===== config.mk =====
export PLATFORM = sky130hd
export DESIGN_NAME = adc_if_slave
export DESIGN_NICKNAME = d
export VERILOG_FILES = /design/src/rtl/adc_if_pkg.sv /design/src/rtl/adc_if_sync.sv /design/src/rtl/adc_if_ctrl_rx.sv /design/src/rtl/adc_if_shift.sv /design/src/rtl/adc_if_slave.sv
export SDC_FILE = /design/constraint.sdc
export NUM_CORES = 1
export LEC_CHECK = 0
export ABC_AREA = 1
export CORE_ASPECT_RATIO = 1.5
export CORE_UTILIZATION = 35
export CTS_CLUSTER_DIAMETER = 50
export DETAILED_ROUTE_END_ITERATION = 10
export DONT_BUFFER_PORTS = 1
export SKIP_LAST_GASP = 1
export SYNTH_ARGS = -nofsm -noshare
export SYNTH_HDL_FRONTEND = slang
export SYNTH_HIERARCHICAL = 1
export SYNTH_SLANG_ARGS = --single-unit

===== constraint.sdc =====
create_clock -name clk -period 5.9 [get_ports clk]
set_input_delay 1.475 -clock clk [delete_from_list [all_inputs] [get_ports clk]]
set_output_delay 1.475 -clock clk [all_outputs]
set_load 0.01 [all_outputs]

===== src/rtl/adc_if_pkg.sv =====
package adc_if_pkg;

  typedef enum logic [2:0] {
    ST_IDLE,
    ST_INT_ACQ,
    ST_INT_CONV,
    ST_EXT_CONV,
    ST_OUT_INT,
    ST_OUT_EXT
  } seq_state_e;

  // field order equals arrival order after the start bit
  typedef struct packed {
    logic [2:0] chan;
    logic       unipolar;
    logic       single;
    logic [1:0] pd;
  } ctrl_word_t;

  localparam int CTRL_BITS = 7;

  localparam logic [1:0] PD_FULL = 2'b00;
  localparam logic [1:0] PD_FAST = 2'b01;
  localparam logic [1:0] PD_INT  = 2'b10;
  localparam logic [1:0] PD_EXT  = 2'b11;

endpackage


===== src/rtl/adc_if_sync.sv =====
module adc_if_sync #(
  parameter int             W       = 3,
  parameter int             STAGES  = 2,
  parameter logic [W-1:0]   RST_VAL = '0
) (
  input  logic         clk,
  input  logic         rst_n,
  input  logic [W-1:0] d_in,
  output logic [W-1:0] d_out
);

  localparam int CHAIN_W = W * STAGES;

  logic [CHAIN_W-1:0] chain_q;
  logic [CHAIN_W-1:0] chain_d;

  generate
    if (STAGES > 1) begin : g_multi
      assign chain_d = {chain_q[CHAIN_W-W-1:0], d_in};
    end else begin : g_single
      assign chain_d = d_in;
    end
  endgenerate

  always_ff @(posedge clk or negedge rst_n) begin
    if (!rst_n) begin
      chain_q <= {STAGES{RST_VAL}};
    end else begin
      chain_q <= chain_d;
    end
  end

  assign d_out = chain_q[CHAIN_W-1 -: W];

endmodule


===== src/rtl/adc_if_ctrl_rx.sv =====
module adc_if_ctrl_rx #(
  parameter int NBITS = 7
) (
  input  logic             clk,
  input  logic             rst_n,
  input  logic             clr,
  input  logic             listen,
  input  logic             rise,
  input  logic             din,
  output logic             done,
  output logic [NBITS-1:0] word
);

  localparam int CW = $clog2(NBITS);

  logic             busy_q, busy_d;
  logic [CW-1:0]    cnt_q, cnt_d;
  logic [NBITS-1:0] sr_q, sr_d;

  always_comb begin
    busy_d = busy_q;
    cnt_d  = cnt_q;
    sr_d   = sr_q;
    done   = 1'b0;
    if (clr) begin
      busy_d = 1'b0;
      cnt_d  = '0;
    end else if (rise) begin
      if (!busy_q) begin
        if (listen && din) begin
          busy_d = 1'b1;
          cnt_d  = '0;
        end
      end else begin
        sr_d = {sr_q[NBITS-2:0], din};
        if (cnt_q == CW'(NBITS - 1)) begin
          done   = 1'b1;
          busy_d = 1'b0;
          cnt_d  = '0;
        end else begin
          cnt_d = cnt_q + 1'b1;
        end
      end
    end
  end

  always_ff @(posedge clk or negedge rst_n) begin
    if (!rst_n) begin
      busy_q <= 1'b0;
      cnt_q  <= '0;
      sr_q   <= '0;
    end else begin
      busy_q <= busy_d;
      cnt_q  <= cnt_d;
      sr_q   <= sr_d;
    end
  end

  assign word = sr_d;

  // capture opens only on a sampled 1 while the search is armed
  p_start_on_one_r1: assert property (@(posedge clk) disable iff (!rst_n)
    $rose(busy_q) |-> $past(din) && $past(listen) && $past(rise));

  // bit counter never runs past the command length
  p_cnt_bound_r1: assert property (@(posedge clk) disable iff (!rst_n)
    busy_q |-> cnt_q <= CW'(NBITS - 1));

endmodule


===== src/rtl/adc_if_shift.sv =====
module adc_if_shift #(
  parameter int DW = 10
) (
  input  logic          clk,
  input  logic          rst_n,
  input  logic          clr,
  input  logic          load,
  input  logic          fall,
  input  logic          bipolar,
  input  logic [DW-1:0] sample,
  output logic          dout
);

  localparam int FW = $clog2(DW + 1);

  logic [DW-1:0] sr_q, sr_d;
  logic          out_q, out_d;
  logic [DW-1:0] coded;

  // offset binary to two's complement: invert the sign bit
  assign coded = bipolar ? {~sample[DW-1], sample[DW-2:0]} : sample;

  always_comb begin
    sr_d  = sr_q;
    out_d = out_q;
    if (clr) begin
      sr_d  = '0;
      out_d = 1'b0;
    end else begin
      if (fall) begin
        out_d = sr_q[DW-1];
        sr_d  = {sr_q[DW-2:0], 1'b0};
      end
      if (load) begin
        sr_d = coded;
      end
    end
  end

  always_ff @(posedge clk or negedge rst_n) begin
    if (!rst_n) begin
      sr_q  <= '0;
      out_q <= 1'b0;
    end else begin
      sr_q  <= sr_d;
      out_q <= out_d;
    end
  end

  assign dout = out_q;

  // checker-only count of bits shifted since the last load
  logic [FW-1:0] fill_q;
  always_ff @(posedge clk or negedge rst_n) begin
    if (!rst_n) begin
      fill_q <= FW'(DW);
    end else if (clr) begin
      fill_q <= FW'(DW);
    end else if (load) begin
      fill_q <= '0;
    end else if (fall && fill_q < FW'(DW)) begin
      fill_q <= fill_q + 1'b1;
    end
  end

  // once all result bits are gone only zeros leave
  p_zero_fill_r6: assert property (@(posedge clk) disable iff (!rst_n)
    (fill_q == FW'(DW)) && fall && !load |=> !dout);

  // abort clears the output bit
  p_clear_out_r9: assert property (@(posedge clk) disable iff (!rst_n)
    clr |=> !dout);

endmodule


===== src/rtl/adc_if_slave.sv =====
module adc_if_slave
  import adc_if_pkg::*;
#(
  parameter int DATA_W         = 10,
  parameter int ACQ_CYCLES     = 8,
  parameter int CONV_CYCLES    = 64,
  parameter int EXT_CONV_RISES = 2,
  parameter int SYNC_STAGES    = 2
) (
  input  logic              clk,
  input  logic              rst_n,
  input  logic              cs_n,
  input  logic              sclk,
  input  logic              din,
  input  logic [DATA_W-1:0] conv_data,
  output logic              dout,
  output logic              dout_en,
  output logic              sstrb,
  output logic [2:0]        mux_sel,
  output logic              mux_single,
  output logic [1:0]        pwr_mode
);

  localparam int MAX_A  = (ACQ_CYCLES > CONV_CYCLES) ? ACQ_CYCLES : CONV_CYCLES;
  localparam int MAX_T  = (MAX_A > EXT_CONV_RISES) ? MAX_A : EXT_CONV_RISES;
  localparam int TMR_W  = $clog2(MAX_T + 1);

  logic cs_s, sclk_s, din_s, sclk_q;
  logic rise, fall, abort;

  adc_if_sync #(
    .W       (3),
    .STAGES  (SYNC_STAGES),
    .RST_VAL (3'b100)
  ) u_sync (
    .clk   (clk),
    .rst_n (rst_n),
    .d_in  ({cs_n, sclk, din}),
    .d_out ({cs_s, sclk_s, din_s})
  );

  always_ff @(posedge clk or negedge rst_n) begin
    if (!rst_n) sclk_q <= 1'b0;
    else        sclk_q <= sclk_s;
  end

  assign abort = cs_s;
  assign rise  = !cs_s && sclk_s && !sclk_q;
  assign fall  = !cs_s && !sclk_s && sclk_q;

  seq_state_e st_q, st_d;
  logic [TMR_W-1:0] tmr_q, tmr_d;
  logic        listen, rx_done, load;
  logic [CTRL_BITS-1:0] rx_word;
  ctrl_word_t  cfg_q, new_cfg;
  logic        sstrb_q, sstrb_d;

  assign listen  = (st_q == ST_IDLE) || (st_q == ST_OUT_INT);
  assign new_cfg = ctrl_word_t'(rx_word);

  adc_if_ctrl_rx #(
    .NBITS (CTRL_BITS)
  ) u_rx (
    .clk    (clk),
    .rst_n  (rst_n),
    .clr    (abort),
    .listen (listen),
    .rise   (rise),
    .din    (din_s),
    .done   (rx_done),
    .word   (rx_word)
  );

  // sequencer next state
  always_comb begin
    st_d  = st_q;
    tmr_d = tmr_q;
    load  = 1'b0;
    unique case (st_q)
      ST_IDLE, ST_OUT_INT: begin
        if (rx_done) begin
          tmr_d = '0;
          unique case (new_cfg.pd)
            PD_INT:  st_d = ST_INT_ACQ;
            PD_EXT:  st_d = ST_EXT_CONV;
            default: st_d = ST_IDLE;
          endcase
        end
      end
      ST_INT_ACQ: begin
        if (tmr_q == TMR_W'(ACQ_CYCLES - 1)) begin
          st_d  = ST_INT_CONV;
          tmr_d = '0;
        end else begin
          tmr_d = tmr_q + 1'b1;
        end
      end
      ST_INT_CONV: begin
        if (tmr_q == TMR_W'(CONV_CYCLES - 1)) begin
          load  = 1'b1;
          st_d  = ST_OUT_INT;
          tmr_d = '0;
        end else begin
          tmr_d = tmr_q + 1'b1;
        end
      end
      ST_EXT_CONV: begin
        if (rise) begin
          if (tmr_q == TMR_W'(EXT_CONV_RISES - 1)) begin
            load  = 1'b1;
            st_d  = ST_OUT_EXT;
            tmr_d = '0;
          end else begin
            tmr_d = tmr_q + 1'b1;
          end
        end
      end
      ST_OUT_EXT: st_d = ST_OUT_EXT;
      default:    st_d = ST_IDLE;
    endcase
    if (abort) begin
      st_d  = ST_IDLE;
      tmr_d = '0;
      load  = 1'b0;
    end
  end

  always_comb begin
    sstrb_d = sstrb_q;
    if (abort)     sstrb_d = 1'b0;
    else if (load) sstrb_d = 1'b1;
    else if (fall) sstrb_d = 1'b0;
  end

  always_ff @(posedge clk or negedge rst_n) begin
    if (!rst_n) begin
      st_q    <= ST_IDLE;
      tmr_q   <= '0;
      sstrb_q <= 1'b0;
    end else begin
      st_q    <= st_d;
      tmr_q   <= tmr_d;
      sstrb_q <= sstrb_d;
    end
  end

  // decoded command, enabled only by a complete byte
  always_ff @(posedge clk or negedge rst_n) begin
    if (!rst_n) begin
      cfg_q <= '0;
    end else if (rx_done) begin
      cfg_q <= new_cfg;
    end
  end

  adc_if_shift #(
    .DW (DATA_W)
  ) u_shift (
    .clk     (clk),
    .rst_n   (rst_n),
    .clr     (abort),
    .load    (load),
    .fall    (fall),
    .bipolar (!cfg_q.unipolar),
    .sample  (conv_data),
    .dout    (dout)
  );

  assign dout_en    = !cs_s;
  assign sstrb      = sstrb_q;
  assign mux_sel    = cfg_q.chan;
  assign mux_single = cfg_q.single;
  assign pwr_mode   = cfg_q.pd;

  // a strobe only ever follows a converting mode
  p_no_conv_pd_r5: assert property (@(posedge clk) disable iff (!rst_n)
    $rose(sstrb_q) |-> cfg_q.pd[1]);

  // decoded outputs hold unless a full byte arrived
  p_cfg_hold_r2: assert property (@(posedge clk) disable iff (!rst_n)
    !rx_done |=> $stable(cfg_q));

  // strobe stays low while the internal timer runs
  p_int_busy_low_r4: assert property (@(posedge clk) disable iff (!rst_n)
    (st_q == ST_INT_ACQ || st_q == ST_INT_CONV) |-> !sstrb_q);

  // in external mode the strobe follows a serial rising edge
  p_ext_on_rise_r3: assert property (@(posedge clk) disable iff (!rst_n)
    $rose(sstrb_q) && (cfg_q.pd == PD_EXT) |-> $past(rise));

  // chip select high returns the sequencer to idle, strobe low
  p_abort_idle_r9: assert property (@(posedge clk) disable iff (!rst_n)
    cs_s |=> (st_q == ST_IDLE) && !sstrb_q);

endmodule


==> results.yml, run 1 <==
floorplanning:
  die_w_um: 71.1
  row_count: 37
  coreArea_mm2: 0.00690
  die_area_mm2: 0.00750
  ios: 24
  die_h_um: 106
  start_util: 0.363
timing:
  finalSetupTns_ns: 0
  slew_violations: 0
  finalCritPeriodShare: 0.437
  hold_viol: 0
  min_period_ns: 2.58
  skew_ns: 0.00975
  rsz0062_at_grt: "false"
  fmax_ghz: 0.388
  finalSetupViolations: 0
  whs_ns: 0.356
  slew_headroom: 0.500
  worst_pin_slew_ns: 0.746
routing:
  first_pass_iters: 9
  ant_nets: 0
  avgViaCountPerCell: 4.81
  wire_per_inst_um: 11.6
  drt-initial-drc-count: 91
  route.detailed.drc: 4
  postRouteWirelength_um: 4340
  via_count: 1804
clocking:
  clock_sinks: 47
  ctsResizeCount: 0
  cts-htree-levels: 2
  cts_root_buf: "clkbuf_8"
  clkTransAtPathRegs_ns: 0.09
  ctsHoldBuffers: 0
  cts_setup_buffers: 0
  clk_latency_ns: 0.31
  tritoncts: "yes"
  cts_buffer_depth: 2
  numCtsBuffers: 5
global_routing:
  antenna_found_initial: 0
  first_global_vias: 1813
  grt_max_degree: 48
  grt_pass1_wl_um: 7730
  grt.total_usage: 0.128
  grt-ovfl-total: 0
place:
  dpl.cell_count: 367
  place_hpwl_um: 3310
  io_buffers: 0
  place_congestion: 0.852
  place_area_mm2: 0.00249
pwr:
  peakVddDrop_v: 0.000102
  power.total_mw: 0.640
  p_per_area_mw_per_mm2: 246
  p_leak_nw: 1.30
final_layout:
  drive_gt1_frac: 0.178
  fillers: 701
  multi_input_area_mm2: 0.00106
  area_delta_synth_final_pct: 4.10
  finalNonFillerCells: 375
  mostFrequentLayoutCells: "88 x nand2_1, 45 x dfrtp_1, 32 x inv_1, 23 x nor2_1, 19 x nand3_1"
  regArea_mm2: 0.00118
  antennaDiodeCount: 0
  final_common_cell: "nand2_1"
  fin_nets: 313
  final_area_mm2: 0.00261
hold_path:
  hold_end: "u_sync/chain_q[3]"
  min_path_cells: 0
  hp-start: "u_sync/chain_q[0]"
  hold_class: "flop to flop"
run_status:
  violations: "DRC"
  status: "complete, but fails checks"
worst_setup_path:
  crit_family: "flip-flops"
  cp_cell_sequence: "inv_2"
  critPathBufInv: 1
  critPathKind: "flop to output port"
  crit_path_start: "u_sync/chain_q[5]"
  crit_arrival_ns: 1.10
  timing.rr.start: "u_sync/chain_q[5]"
  crit_slowest_cell: "dfstp_2"
  start_kind: "flop"
  worstPathMaxFanout: 13
  cp_slowest_stage_delay_ns: 0.64
  endpoint_kind: "output port"
  critPathRequiredTime_ns: 4.43
  reg2reg_depth: 9
  r2r_slack_ns: 3.43
  r2r-end: "st_q[1]"
run:
  cap_violations: 0
synthesis:
  synth_edf_count: 0
  avgSynthCellArea_um2: 8.29
  ys_ff_latch: 47
  async_reset_ff_frac: 1.00
  synth_cell_types: 32
  synth_warnings: 6
  syn_inst: 302
  synth_nets: 319
  ys.flop_type: "dfrtp_1"
  seq_area_frac_synth: 0.471
  synth.cell_area_mm2: 0.00250
-- metrics by stage --
stage | util | worst slack, ns
4_1_cts | 0.378 | 3.31
3_3_place_gp | 0.361 | 3.47
5_1_grt | 0.378 | 3.20
6_report | 0.378 | 3.32
3_5_place_dp | 0.361 | 3.41
2_1_floorplan | - | 3.58
-- state kept, by name (all words and copies together), names as in the netlist --
signal,count
cfg_q,1
mux_sel,3
mux_single,1
pwr_mode,2
sclk_q,1
sstrb,1
st_q,3
tmr_q,7
u_rx/busy_q,1
u_rx/cnt_q,3
u_rx/sr_q,7
u_shift/dout,1
u_shift/sr_q,10
u_sync/chain_q,6
-- cells in the mapped netlist (all sizes together) (2+ instances only) --
library cell / n / area (um2)
dfstp: 2 / 52.6
nand4: 3 / 18.8
a21oi: 14 / 85.1
nand3: 24 / 168
ha: 2 / 25.0
nor3: 3 / 20.0
o31ai: 2 / 15.0
nor2: 25 / 109
mux2: 6 / 67.6
inv: 41 / 154
nand2: 93 / 367
or2: 2 / 12.5
dfrtp: 45 / 1130
o21ai: 24 / 154
buf: 13 / 110
-- cell type report --
class                           count  share of cell area
Sequential cell                    47               0.452
Multi-Input combinational cell    200               0.405
Inverter                           42              0.0610
Clock buffer                        5              0.0264
Clock inverter                      3              0.0178
Tap cell                           78              0.0374
-- worst max-delay path by stage --
stage,end,slack [ns],cells after the start
5_1_grt,st_q[2],3.20,9
6_report,dout_en,3.32,1
4_1_cts,dout_en,3.31,1
2_1_floorplan,dout_en,3.58,3
3_5_place_dp,st_q[1],3.41,9
3_3_place_gp,st_q[2],3.47,9
-- logic make-up after synthesis --
group,share of synthesized area
adder cells (fa/ha/maj),0.00999
AND/OR/NAND/NOR,0.280
buffers and inverters,0.107
multiplexers,0.0270
XOR/XNOR,0.00350
AO/OA/AOI/OAI,0.101
flip-flops,0.471
-- power by group --
group | switching (mW) | internal [mW] | total, mW
registers | 0.00740 | 0.331 | 0.339
clock network | 0.114 | 0.128 | 0.242
logic | 0.0412 | 0.0181 | 0.0593
-- routing by layer --
layer,GRT usage,vias to the layer above,share of wire
li1,-,931,-
met3,0.0335,7,0.039
met4,0.0500,0,0.017
met1,0.136,839,0.42
met5,0,-,0
met2,0.238,27,0.52
Note: power is estimated with default switching activity, not from simulation.
==> run 2, diff against run 1 <==
Clock period 5.9 ns to 2.7 ns, I/O delays scaled along.
==> run 2 against run 1 <==
  * The flow still finishes with violations (DRC)
  * Final cell count increased by 0.53%
  * Non-clock buffer count rose by 2
  * Worst setup slack worse by 2.8 ns
  * Design area is 0.58% higher
  * Core utilization up 0.22 points
  * First-iteration DRC count rose by 29%
  * Sequential share of layout area is 0.26 points lower
  * Wire length rose by 1.5%
  * Die area did not move
  * Critical path depth increased by 8
==> results.yml, run 2 (synthesized netlist as in run 1, its figures left out) <==
clocking:
  clock_sinks: 47
  cts_setup_buffers: 0
  clk_latency_ns: 0.30
  numCtsBuffers: 5
  clkTransAtPathRegs_ns: 0.09
  ctsHoldBuffers: 0
  cts_root_buf: "clkbuf_8"
  tritoncts: "yes"
  cts-htree-levels: 2
  cts_buffer_depth: 2
  ctsResizeCount: 0
final_layout:
  antennaDiodeCount: 0
  drive_gt1_frac: 0.184
  top_regs: "u_shift/sr_q (10), tmr_q (7), u_rx/sr_q (7)"
  largest_register: "u_shift/sr_q"
  finalNonFillerCells: 377
  largest_reg_flops: 10
  area_delta_synth_final_pct: 4.70
  final_common_cell: "nand2_1"
  fin_nets: 315
  fillers: 695
  mostFrequentLayoutCells: "88 x nand2_1, 45 x dfrtp_1, 32 x inv_1, 23 x nor2_1, 19 x nand3_1"
routing:
  first_pass_iters: 7
  avgViaCountPerCell: 4.75
  ant_nets: 0
  drt-initial-drc-count: 117
  route.detailed.drc: 5
  via_count: 1791
  postRouteWirelength_um: 4410
  wire_per_inst_um: 11.7
timing:
  worst_pin_slew_ns: 0.342
  rsz0062_at_grt: "false"
  slew_headroom: 0.769
  skew_ns: 0.00888
  finalSetupTns_ns: 0
  hold_viol: 0
  min_period_ns: 2.14
  slew_violations: 0
  finalSetupViolations: 0
  fmax_ghz: 0.467
  finalCritPeriodShare: 0.793
run_status:
  violations: "DRC"
  status: "complete, but fails checks"
hold_path:
  hold_class: "input port to asynchronous set/reset pin"
worst_setup_path:
  endpoint_kind: "flop"
  crit_family: "simple AND/OR/NAND/NOR gates"
  start_kind: "flop"
  critPathKind: "flop to flop"
  worstPathMaxFanout: 15
  crit_slowest_cell: "dfstp_2"
  crit_top_cell: "nand2_1"
  cp_cell_sequence: "inv_2 -> nand2_1 -> inv_1 -> nand3_4 -> nor3_2 -> nor2_1 -> o21ai_0 -> nand3_1 -> nand2_1"
  critPathRequiredTime_ns: 2.94
  critPathBufInv: 2
  crit_arrival_ns: 2.38
  cp_slowest_stage_delay_ns: 0.44
run:
  cap_violations: 0
pwr:
  p_per_area_mw_per_mm2: 532
  p_leak_nw: 1.31
  peakVddDrop_v: 0.000393
floorplanning:
  die_h_um: 106
  start_util: 0.363
  die_area_mm2: 0.00750
  coreArea_mm2: 0.00690
  die_w_um: 71.1
  row_count: 37
  ios: 24
global_routing:
  first_global_vias: 1787
  grt_pass1_wl_um: 7990
  grt_max_degree: 48
  grt.total_usage: 0.135
  grt-ovfl-total: 0
  antenna_found_initial: 0
place:
  place_hpwl_um: 3300
  place_congestion: 0.796
  dpl.cell_count: 369
  io_buffers: 0
-- run 2: worst register-to-register path, cell delays in order (launching register included) --
cell     delay [ns]
dfstp_2        0.44
inv_2          0.22
nand2_1        0.13
inv_1          0.17
nand3_4        0.22
nor3_2         0.29
nor2_1         0.11
o21ai_0        0.31
nand3_1        0.12
nand2_1        0.08
-- run 2: final cells by class --
type | count | area (um2) | share of cell area
Sequential cell | 47 | 1180 | 0.450
Multi-Input combinational cell | 200 | 1060 | 0.403
Inverter | 42 | 159 | 0.0606
Tap cell | 78 | 97.6 | 0.0372
Clock buffer | 5 | 68.8 | 0.0263
Clock inverter | 3 | 46.3 | 0.0177
Timing Repair Buffer | 2 | 15.0 | 0.00573
-- run 2: per-layer routing --
metal	wire length (um)	global-route usage	vias to the layer above
li1	-	-	931
met1	1900	0.154	819
met5	0	0	-
met2	2230	0.236	31
met3	160	0.0306	10
met4	114	0.0600	0
-- run 2: path summary, 6_finish.rpt --
kind,cells past startpoint,end,start,slack [ns]
worst min register to register,0,u_sync/chain_q[3],u_sync/chain_q[0],0.35
worst max register to register,9,st_q[0],u_sync/chain_q[5],0.56
worst min-delay path,0,u_rx/sr_q[4],rst_n,0.06
min in group clk,0,u_sync/chain_q[3],u_sync/chain_q[0],0.35
worst max-delay path,9,st_q[0],u_sync/chain_q[5],0.56
max in group asynchronous,0,u_sync/chain_q[2],rst_n,2.45
-- run 2: where the power goes --
group / leakage (nW) / total, mW / internal, mW / switching, mW
clock network: 0.0548 / 0.525 / 0.279 / 0.246
registers: 0.635 / 0.741 / 0.724 / 0.0167
logic: 0.619 / 0.129 / 0.0395 / 0.0899
-- run 2: per-stage QoR --
step                      worst slack [ns]   util  hold WS [ns]  total power [mW]  instance area [um2]
after floorplan                      0.640      -         0.331             0.861                 2500
after global placement               0.581  0.363         0.337             0.884                 2510
after detailed placement             0.561  0.363         0.335             0.885                 2510
after CTS                            0.537  0.380        0.0460              1.42                 2620
after global routing                 0.339  0.380        0.0284              1.47                 2620
final                                0.560  0.380        0.0564              1.40                 2620
==> run 3, diff against run 2 <==
Clock period 2.7 ns to 1.83 ns, I/O delays scaled along.
==> run 3 against run 2 <==
  * The run ends with DRC, setup timing left
  * Count of clock-buffer cells in the layout unchanged
  * Critical endpoint is now u_shift/sr_q[4]
  * Critical path type unchanged
  * Sequential cell count unchanged
  * Clock power up 50%
  * First-iteration DRC count down 56%
  * Worst hold slack better by 0.085 ns
  * Highest routed layer unchanged
==> results.yml, run 3 (synthesized netlist as in run 1, its figures left out) <==
run_status:
  status: "complete, but fails checks"
  violations: "DRC, setup timing"
clocking:
  tritoncts: "yes"
  numCtsBuffers: 5
  cts_buffer_depth: 2
  clock_sinks: 47
  clkTransAtPathRegs_ns: 0.09
  cts-htree-levels: 2
  cts_root_buf: "clkbuf_8"
  clk_latency_ns: 0.30
final_layout:
  largest_reg_flops: 10
  multi_input_area_mm2: 0.00115
  regArea_mm2: 0.00118
  area_delta_synth_final_pct: 17.1
  largest_register: "u_shift/sr_q"
  final_common_cell: "nand2_1"
  top_regs: "u_shift/sr_q (10), tmr_q (7), u_rx/sr_q (7)"
  antennaDiodeCount: 0
  mostFrequentLayoutCells: "77 x nand2_1, 45 x dfrtp_1, 28 x inv_1, 20 x nor2_1"
  final_area_mm2: 0.00293
  final_util: 0.425
  drive_gt1_frac: 0.324
  fin_nets: 337
  fillers: 681
worst_setup_path:
  reg2reg_depth: 12
  worstPathMaxFanout: 8
  endpoint_kind: "flop"
  start_kind: "flop"
  critPathKind: "flop to flop"
  crit_arrival_ns: 2.14
  critPathRequiredTime_ns: 2.07
global_routing:
  grt_pass1_wl_um: 8000
  grt-ovfl-total: 0
  first_global_vias: 1801
  antenna_found_initial: 0
  grt_max_degree: 48
  grt.total_usage: 0.134
timing:
  finalSetupViolations: 9
  slew_violations: 0
  rsz0062_at_grt: "true"
  worst_pin_slew_ns: 0.356
  finalSetupTns_ns: -0.587
  hold_viol: 0
  skew_ns: 0.00393
  fmax_ghz: 0.525
  layout_setup_ws_ns: -0.0741
  finalCritPeriodShare: 1.04
  min_period_ns: 1.90
  slew_headroom: 0.762
place:
  io_buffers: 0
  place_ws_ns: -0.0566
  place_area_mm2: 0.00262
  place_congestion: 0.798
  place_hpwl_um: 3460
routing:
  drt-initial-drc-count: 52
  via_count: 1897
  first_pass_iters: 7
  ant_nets: 0
  avgViaCountPerCell: 4.75
  wire_per_inst_um: 12.1
  route.detailed.drc: 2
  postRouteWirelength_um: 4830
run:
  cap_violations: 0
floorplanning:
  row_count: 37
  die_w_um: 71.1
  ios: 24
  coreArea_mm2: 0.00690
  die_h_um: 106
  die_area_mm2: 0.00750
  start_util: 0.363
pwr:
  p_leak_nw: 1.44
  p_per_area_mw_per_mm2: 731
  peakVddDrop_v: 0.000318
hold_path:
  min_path_cells: 0
  hold_class: "input port to flop"
[run 3: layout make-up]
cell class / count / area share
sequential: 47 / 0.402
tap: 78 / 0.0333
clock inverter: 3 / 0.0158
clock buffer: 5 / 0.0235
multi-input combinational: 200 / 0.391
timing repair buffer: 24 / 0.0772
inverter: 42 / 0.0576
[run 3: critical path: stages (launching register included)]
cell     delay, ns
dfrtp_1       0.41
inv_1         0.06
ha_2          0.16
inv_2         0.03
nor3_2        0.15
nand2_1       0.10
o31ai_2       0.27
and2_4        0.21
buf_6         0.12
o21ai_4       0.06
inv_4         0.12
nand2_2       0.06
o21ai_1       0.07
[run 3: final timing paths]
kind / slack (ns) / end / startpoint
worst min register to register: 0.35 / u_sync/chain_q[4] / u_sync/chain_q[1]
max in group asynchronous: 0.91 / u_sync/chain_q[2] / rst_n
min in group asynchronous: 0.65 / u_rx/sr_q[4] / rst_n
worst min-delay path: 0.14 / u_sync/chain_q[2] / cs_n
worst max-delay path: -0.07 / u_shift/sr_q[4] / tmr_q[1]
worst max register to register: -0.07 / u_shift/sr_q[4] / tmr_q[1]
[run 3: repair_timing]
action                                  CTS  global route
pin swaps                                 2            13
endpoints found under the setup margin   12            26
endpoints found under the hold margin    47             0
setup buffers                             0             8
resized for setup                         5            36
hold buffers                              2             0
[run 3: routing by layer]
metal | vias up | global-route usage | routed length, um
li1 | 977 | - | -
met1 | 887 | 0.144 | 1990
met4 | 0 | 0.0500 | 70
met2 | 28 | 0.249 | 2600
met3 | 5 | 0.0335 | 163
met5 | - | 0 | 0
[run 3: where the power goes]
part	total (mW)	switching, mW	leakage (nW)	internal (mW)
sequential	1.09	0.0219	0.635	1.07
combinational	0.267	0.178	0.752	0.0893
clock	0.787	0.375	0.0548	0.412
[run 3: metrics by stage]
step                      hold WS (ns)  std cells  total power [mW]
after floorplan                  0.162        302              1.28
after global placement           0.163        381              1.32
after detailed placement         0.163        381              1.32
after CTS                        0.132        391              2.15
after global routing             0.117        399              2.24
final                            0.141        399              2.14
